--- config.mk ---
export PLATFORM = sky130hd
export DESIGN_NAME = irq_trigger_detector
export DESIGN_NICKNAME = d
export VERILOG_FILES = /design/src/rtl/irq_trig_pkg.sv /design/src/rtl/irq_sync.sv /design/src/rtl/irq_trig_cell.sv /design/src/rtl/irq_trigger_detector.sv
export SDC_FILE = /design/constraint.sdc
export NUM_CORES = 1
export LEC_CHECK = 0
export CAP_MARGIN = 25
export CORE_UTILIZATION = 47
export DETAILED_ROUTE_END_ITERATION = 12
export PLACE_DENSITY = 0.93
export SLEW_MARGIN = 10
export SYNTH_ARGS = -nofsm -noshare
export SYNTH_HDL_FRONTEND = slang
export SYNTH_SLANG_ARGS = --single-unit
--- constraint.sdc ---
create_clock -name clk -period 1.7 [get_ports clk]
set_clock_uncertainty 0.1 [all_clocks]
set_input_delay 0.34 -clock clk [delete_from_list [all_inputs] [get_ports clk]]
set_output_delay 0.34 -clock clk [all_outputs]
set_load 0.01 [all_outputs]
--- src/rtl/irq_trig_pkg.sv ---
`timescale 1ns/1ps
package irq_trig_pkg;

  // Edge qualification for one source, from its current and previous samples.
  function automatic logic edge_seen(input logic pol, input logic any,
                                     input logic cur, input logic prev);
    logic hit;
    if (any)      hit = cur ^ prev;
    else if (pol) hit = cur & ~prev;
    else          hit = ~cur & prev;
    return hit;
  endfunction

  // Next value of one raw bit.
  function automatic logic raw_next(input logic lvl, input logic pol,
                                    input logic any, input logic cur,
                                    input logic prev, input logic raw,
                                    input logic clr);
    logic nxt;
    if (lvl) nxt = pol ? cur : ~cur;
    else     nxt = (raw & ~clr) | edge_seen(pol, any, cur, prev);
    return nxt;
  endfunction

endpackage

--- src/rtl/irq_sync.sv ---
`timescale 1ns/1ps
module irq_sync #(
  parameter int WIDTH  = 51,
  parameter int STAGES = 2
) (
  input  logic             clk,
  input  logic             rst_n,
  input  logic [WIDTH-1:0] d_in,
  output logic [WIDTH-1:0] d_out
);
  localparam int LAST = STAGES - 1;

  logic [WIDTH-1:0] stage_q [STAGES];

  always_ff @(posedge clk or negedge rst_n) begin
    if (!rst_n) stage_q[0] <= '0;
    else        stage_q[0] <= d_in;
  end

  for (genvar s = 1; s < STAGES; s++) begin : g_stage
    always_ff @(posedge clk or negedge rst_n) begin
      if (!rst_n) stage_q[s] <= '0;
      else        stage_q[s] <= stage_q[s-1];
    end
  end

  assign d_out = stage_q[LAST];
endmodule

--- src/rtl/irq_trig_cell.sv ---
`timescale 1ns/1ps
module irq_trig_cell
  import irq_trig_pkg::*;
(
  input  logic clk,
  input  logic rst_n,
  input  logic cfg_level,
  input  logic cfg_pol,
  input  logic cfg_any,
  input  logic cur,
  input  logic clr,
  output logic raw
);
  logic prev_q;
  logic raw_q;
  logic edge_hit;

  // Named event: a qualifying edge while in edge mode.
  assign edge_hit = ~cfg_level & edge_seen(cfg_pol, cfg_any, cur, prev_q);

  always_ff @(posedge clk or negedge rst_n) begin
    if (!rst_n) begin
      prev_q <= 1'b0;
      raw_q  <= 1'b0;
    end else begin
      prev_q <= cur;
      raw_q  <= raw_next(cfg_level, cfg_pol, cfg_any, cur, prev_q, raw_q, clr);
    end
  end

  assign raw = raw_q;


  lvl_high_chk: assert property (@(posedge clk) disable iff (!rst_n)
    (cfg_level && cfg_pol) |=> (raw_q == $past(cur)));


  lvl_low_chk: assert property (@(posedge clk) disable iff (!rst_n)
    (cfg_level && !cfg_pol) |=> (raw_q == !$past(cur)));


  edge_wins_chk: assert property (@(posedge clk) disable iff (!rst_n)
    (edge_hit && clr) |=> raw_q);


  edge_hold_chk: assert property (@(posedge clk) disable iff (!rst_n)
    (!cfg_level && raw_q && !clr) |=> raw_q);


  no_spurious_chk: assert property (@(posedge clk) disable iff (!rst_n)
    (!cfg_level && !raw_q && !edge_hit) |=> !raw_q);
endmodule

--- src/rtl/irq_trigger_detector.sv ---
`timescale 1ns/1ps
module irq_trigger_detector #(
  parameter int NUM_SRC     = 51,
  parameter int SYNC_STAGES = 2
) (
  input  logic               clk,
  input  logic               rst_n,
  input  logic [NUM_SRC-1:0] irq_in,
  input  logic [NUM_SRC-1:0] cfg_level,
  input  logic [NUM_SRC-1:0] cfg_polarity,
  input  logic [NUM_SRC-1:0] cfg_any_edge,
  input  logic [NUM_SRC-1:0] edge_clr,
  output logic [NUM_SRC-1:0] raw_status
);
  logic [NUM_SRC-1:0] irq_synced;

  irq_sync #(.WIDTH(NUM_SRC), .STAGES(SYNC_STAGES)) u_sync (
    .clk   (clk),
    .rst_n (rst_n),
    .d_in  (irq_in),
    .d_out (irq_synced)
  );

  for (genvar i = 0; i < NUM_SRC; i++) begin : g_src
    irq_trig_cell u_cell (
      .clk       (clk),
      .rst_n     (rst_n),
      .cfg_level (cfg_level[i]),
      .cfg_pol   (cfg_polarity[i]),
      .cfg_any   (cfg_any_edge[i]),
      .cur       (irq_synced[i]),
      .clr       (edge_clr[i]),
      .raw       (raw_status[i])
    );
  end


  reset_clear_chk: assert property (@(posedge clk)
    !rst_n |=> (raw_status == '0) || rst_n);
endmodule

==> impl_summary.log <==
[metrics] result of the run: complete, no violations
[metrics] count of input and output buffers: 307
[metrics] adder-cell area share of the yosys netlist: 13.25%
[metrics] actual transition at the worst max-transition pin: 0.3556 ns
[metrics] grt ovf: 0
[metrics] master of the slowest instance on the critical path: sky130_fd_sc_hd__dfrtp_1
[metrics] average via count per standard cell: 4.663
[metrics] Post-Syn Area: 9635 um2
[metrics] area share of the largest cell type after synthesis: 52.98%
[metrics] wire length after detailed routing: 20390 um
[metrics] H-tree levels: 1
[metrics] multiplexer area fraction after synthesis: 5.298%
[metrics] worst rel slew slack: 76.29%
[metrics] max-cap violations: 0
[metrics] Total Routing Usage GR: 19.79%
[metrics] Avg Cell Area, Syn: 11.11 um2
[metrics] top post-synthesis cells by area: sky130_fd_sc_hd__dfrtp_1 53%, sky130_fd_sc_hd__ha_1 13%, sky130_fd_sc_hd__inv_1 7.9%
[metrics] Setup CP Type: flop to output port
[metrics] simple-gate portion of the synthesized area: 3.974%
[metrics] Max VDD drop: 0.6268 mV
[metrics] Startpoint Class: flop
[metrics] Post-Syn Nets: 1226
[metrics] number of unique standard cell types used by synthesis: 10
[metrics] family with the most delay on the worst path: flip-flops
[metrics] wire length of the first global-routing pass: 33890 um
[metrics] Area Growth Syn to Fin: 40.05%
[metrics] type of destination of the critical path: output port
[metrics] largest buffer count on any clock path: 3
[metrics] setup repair after global routing missed its margin: false
[metrics] via count of the first global-routing pass: 7381
[metrics] clock latency on the worst-skew pair: 0.50 ns
[metrics] fraction of layout cells with a size suffix above 1: 4.089%
[metrics] Setup Total Neg Slack: 0 ns
[metrics] net count of the finished layout: 1517
[metrics] number of top-level pins: 308
[metrics] required time at the worst-slack endpoint: 1.26 ns
[metrics] Cell Chain, Critical Path: dlygate4sd2_1
[metrics] # Post-CTS Setup Buffers: 0
[metrics] CTS tree: built
[metrics] number of antenna violations at the first check in global routing: 1
[metrics] chip width: 145.2 um
[metrics] final hold violations: 0
[metrics] die height: 145.2 um
[metrics] cell type contributing the most total cell area after synthesis: sky130_fd_sc_hd__dfrtp_1
[metrics] share of the synthesized area in compound gates (AO/OA/AOI/OAI): 7.947%
[metrics] number of buffer and inverter stages on the critical path: 1
[metrics] number of vias in the routed layout: 6734
[metrics] antenna-violating nets left: 0
[metrics] register bit total from synthesis: 204
[metrics] clock root buffer: sky130_fd_sc_hd__clkbuf_16
[metrics] die area: 21080 um2
[metrics] effective utilization at floorplan: 47.77%
[metrics] detail-routed net length per standard cell: 14.12 um
[metrics] synthesis warning total: 0
[metrics] sequential share of the synthesized area: 52.98%
[metrics] area of the core: 20170 um2
[metrics] ANT cells: 0
[metrics] post-placement cell count: 1402
[metrics] xor/xnor cell area share of the yosys netlist: 4.636%
[metrics] HP Class: input pin to flop
[metrics] # clock sinks: 204
[metrics] minimum clock period: 1.626 ns
[metrics] FP Rows: 52
[metrics] Critical Path Fanout Max: 2
[metrics] worst endpoint data arrival time: 1.19 ns
[metrics] Max Fclk: 615.1 MHz
[metrics] LEAKAGE: 6.867 nW
[metrics] CP peak stage delay: 0.38 ns
[metrics] CTS buffer count: 23
[metrics] final number of setup-violating endpoints: 0
[metrics] initial detailed-routing violation count: 145
[metrics] Residual DRC: 0
[metrics] number of pins with negative max-slew slack in the final report: 0
[metrics] placer congestion estimate: 0.8147
[metrics] total iterations of the first detailed-routing run: 4
[metrics] clock transition at the register clock pins on the worst setup and hold paths after CTS: 0.06 ns
[metrics] maximum number of pins on one net before global-route repair: 37
[metrics] final standard cell count with taps included and fillers excluded: 1444
[metrics] power density normalized to cell area: 900.8 nW/um2
[metrics] combinational family with the most area after synthesis: adder cells
[metrics] fraction of the cycle the final worst path needs: 95.63%
[metrics] cells after synthesis: 867
[metrics] final HPWL from detailed placement: 15790 um
## placed cells by master, fill, tap and decap left out, drive strengths merged
| cell | n |
|---|---|
| inv | 204 |
| o31a | 51 |
| ha | 102 |
| buf | 9 |
| mux2i | 51 |
| clkbuf | 35 |
| dfrtp | 204 |
| clkinvlp | 1 |
| clkdlybuf4s50 | 255 |
| dlygate4sd2 | 51 |
| o22ai | 51 |
| bufinv | 1 |
| xor2 | 51 |
| nand2 | 51 |
| clkinv | 5 |
| dlygate4sd3 | 1 |
| nor2 | 51 |
## Yosys cell counts
library cell and number:
sky130_fd_sc_hd__nand2_1 51, sky130_fd_sc_hd__o31a_1 51, sky130_fd_sc_hd__buf_4 51, sky130_fd_sc_hd__inv_1 204
sky130_fd_sc_hd__nor2_1 51, sky130_fd_sc_hd__ha_1 102, sky130_fd_sc_hd__mux2i_1 51, sky130_fd_sc_hd__dfrtp_1 204
sky130_fd_sc_hd__o22ai_1 51, sky130_fd_sc_hd__xor2_1 51
## kinds of logic (layout without fill, tap and decap cells)
family | Yosys count | count (layout)
fa+ha+maj | 102 | 102
compound gates | 102 | 102
buf+inv | 255 | 562
simple gates | 102 | 102
flops | 204 | 204
mux | 51 | 51
xor+xnor | 51 | 51
## area by class of cell
class | count | area [um2]
timing repair buffer | 317 | 3141
fill | 1451 | 6675
clock inverter | 7 | 66.31
clock buffer | 34 | 696.9
tap | 270 | 337.8
sequential | 204 | 5105
multi-input combinational | 408 | 3382
inverter | 204 | 765.7
## path summary, 6_finish.rpt
path,from,end,slack [ns],depth (start not counted)
min in group asynchronous,rst_n,u_sync.stage_q[73],0.24,2
max in group asynchronous,rst_n,u_sync.stage_q[82],0.74,3
worst max register to register,u_sync.d_out[40],g_src[40].u_cell.raw,0.30,5
worst min-delay path,irq_in[27],u_sync.stage_q[78],0.18,1
worst max-delay path,g_src[4].u_cell.raw,raw_status[4],0.07,1
worst min register to register,u_sync.stage_q[81],u_sync.d_out[30],0.24,0
## power breakdown
group	internal, W	switching, W
Clock	0.00298	0.00190
Combinational	0.00111	0.000767
Sequential	0.00520	0.000204
## repair_timing
| action | CTS | global route |
|---|---|---|
| resized for setup | 51 | 0 |
| endpoints found under the hold margin | 57 | 0 |
| endpoints found under the setup margin | 51 | 0 |
| hold buffers | 1 | 0 |
## through the flow
step                      util (%)  area [um2]  hold slack, ns  total power [W]  worst slack (ns)
after floorplan                  -        9635        -0.05559         0.006389            0.4845
after global placement       63.39       12780          0.1973         0.007392            0.1228
after detailed placement     63.39       12780          0.1987         0.007487           0.08233
after CTS                    66.90       13490          0.1653          0.01232           0.03522
after global routing         66.90       13490          0.1616          0.01277           0.02544
final                        66.90       13490          0.1801          0.01216           0.07433
## state kept, by name, indices dropped and copies added (netlist names)
signal,count
u_sync.d_out,51
u_sync.stage_q,51
g_src.u_cell.prev_q,51
g_src.u_cell.raw,51
## per-layer routing
metal	GRT usage (%)	share of wire (%)	vias to the layer above
li1	-	-	3280
met1	22.22	39	3178
met2	36.56	51	231
met3	5.031	7.1	43
met4	6.053	2.6	2
met5	0	0.083	-
(Power assumes the default switching activity.)
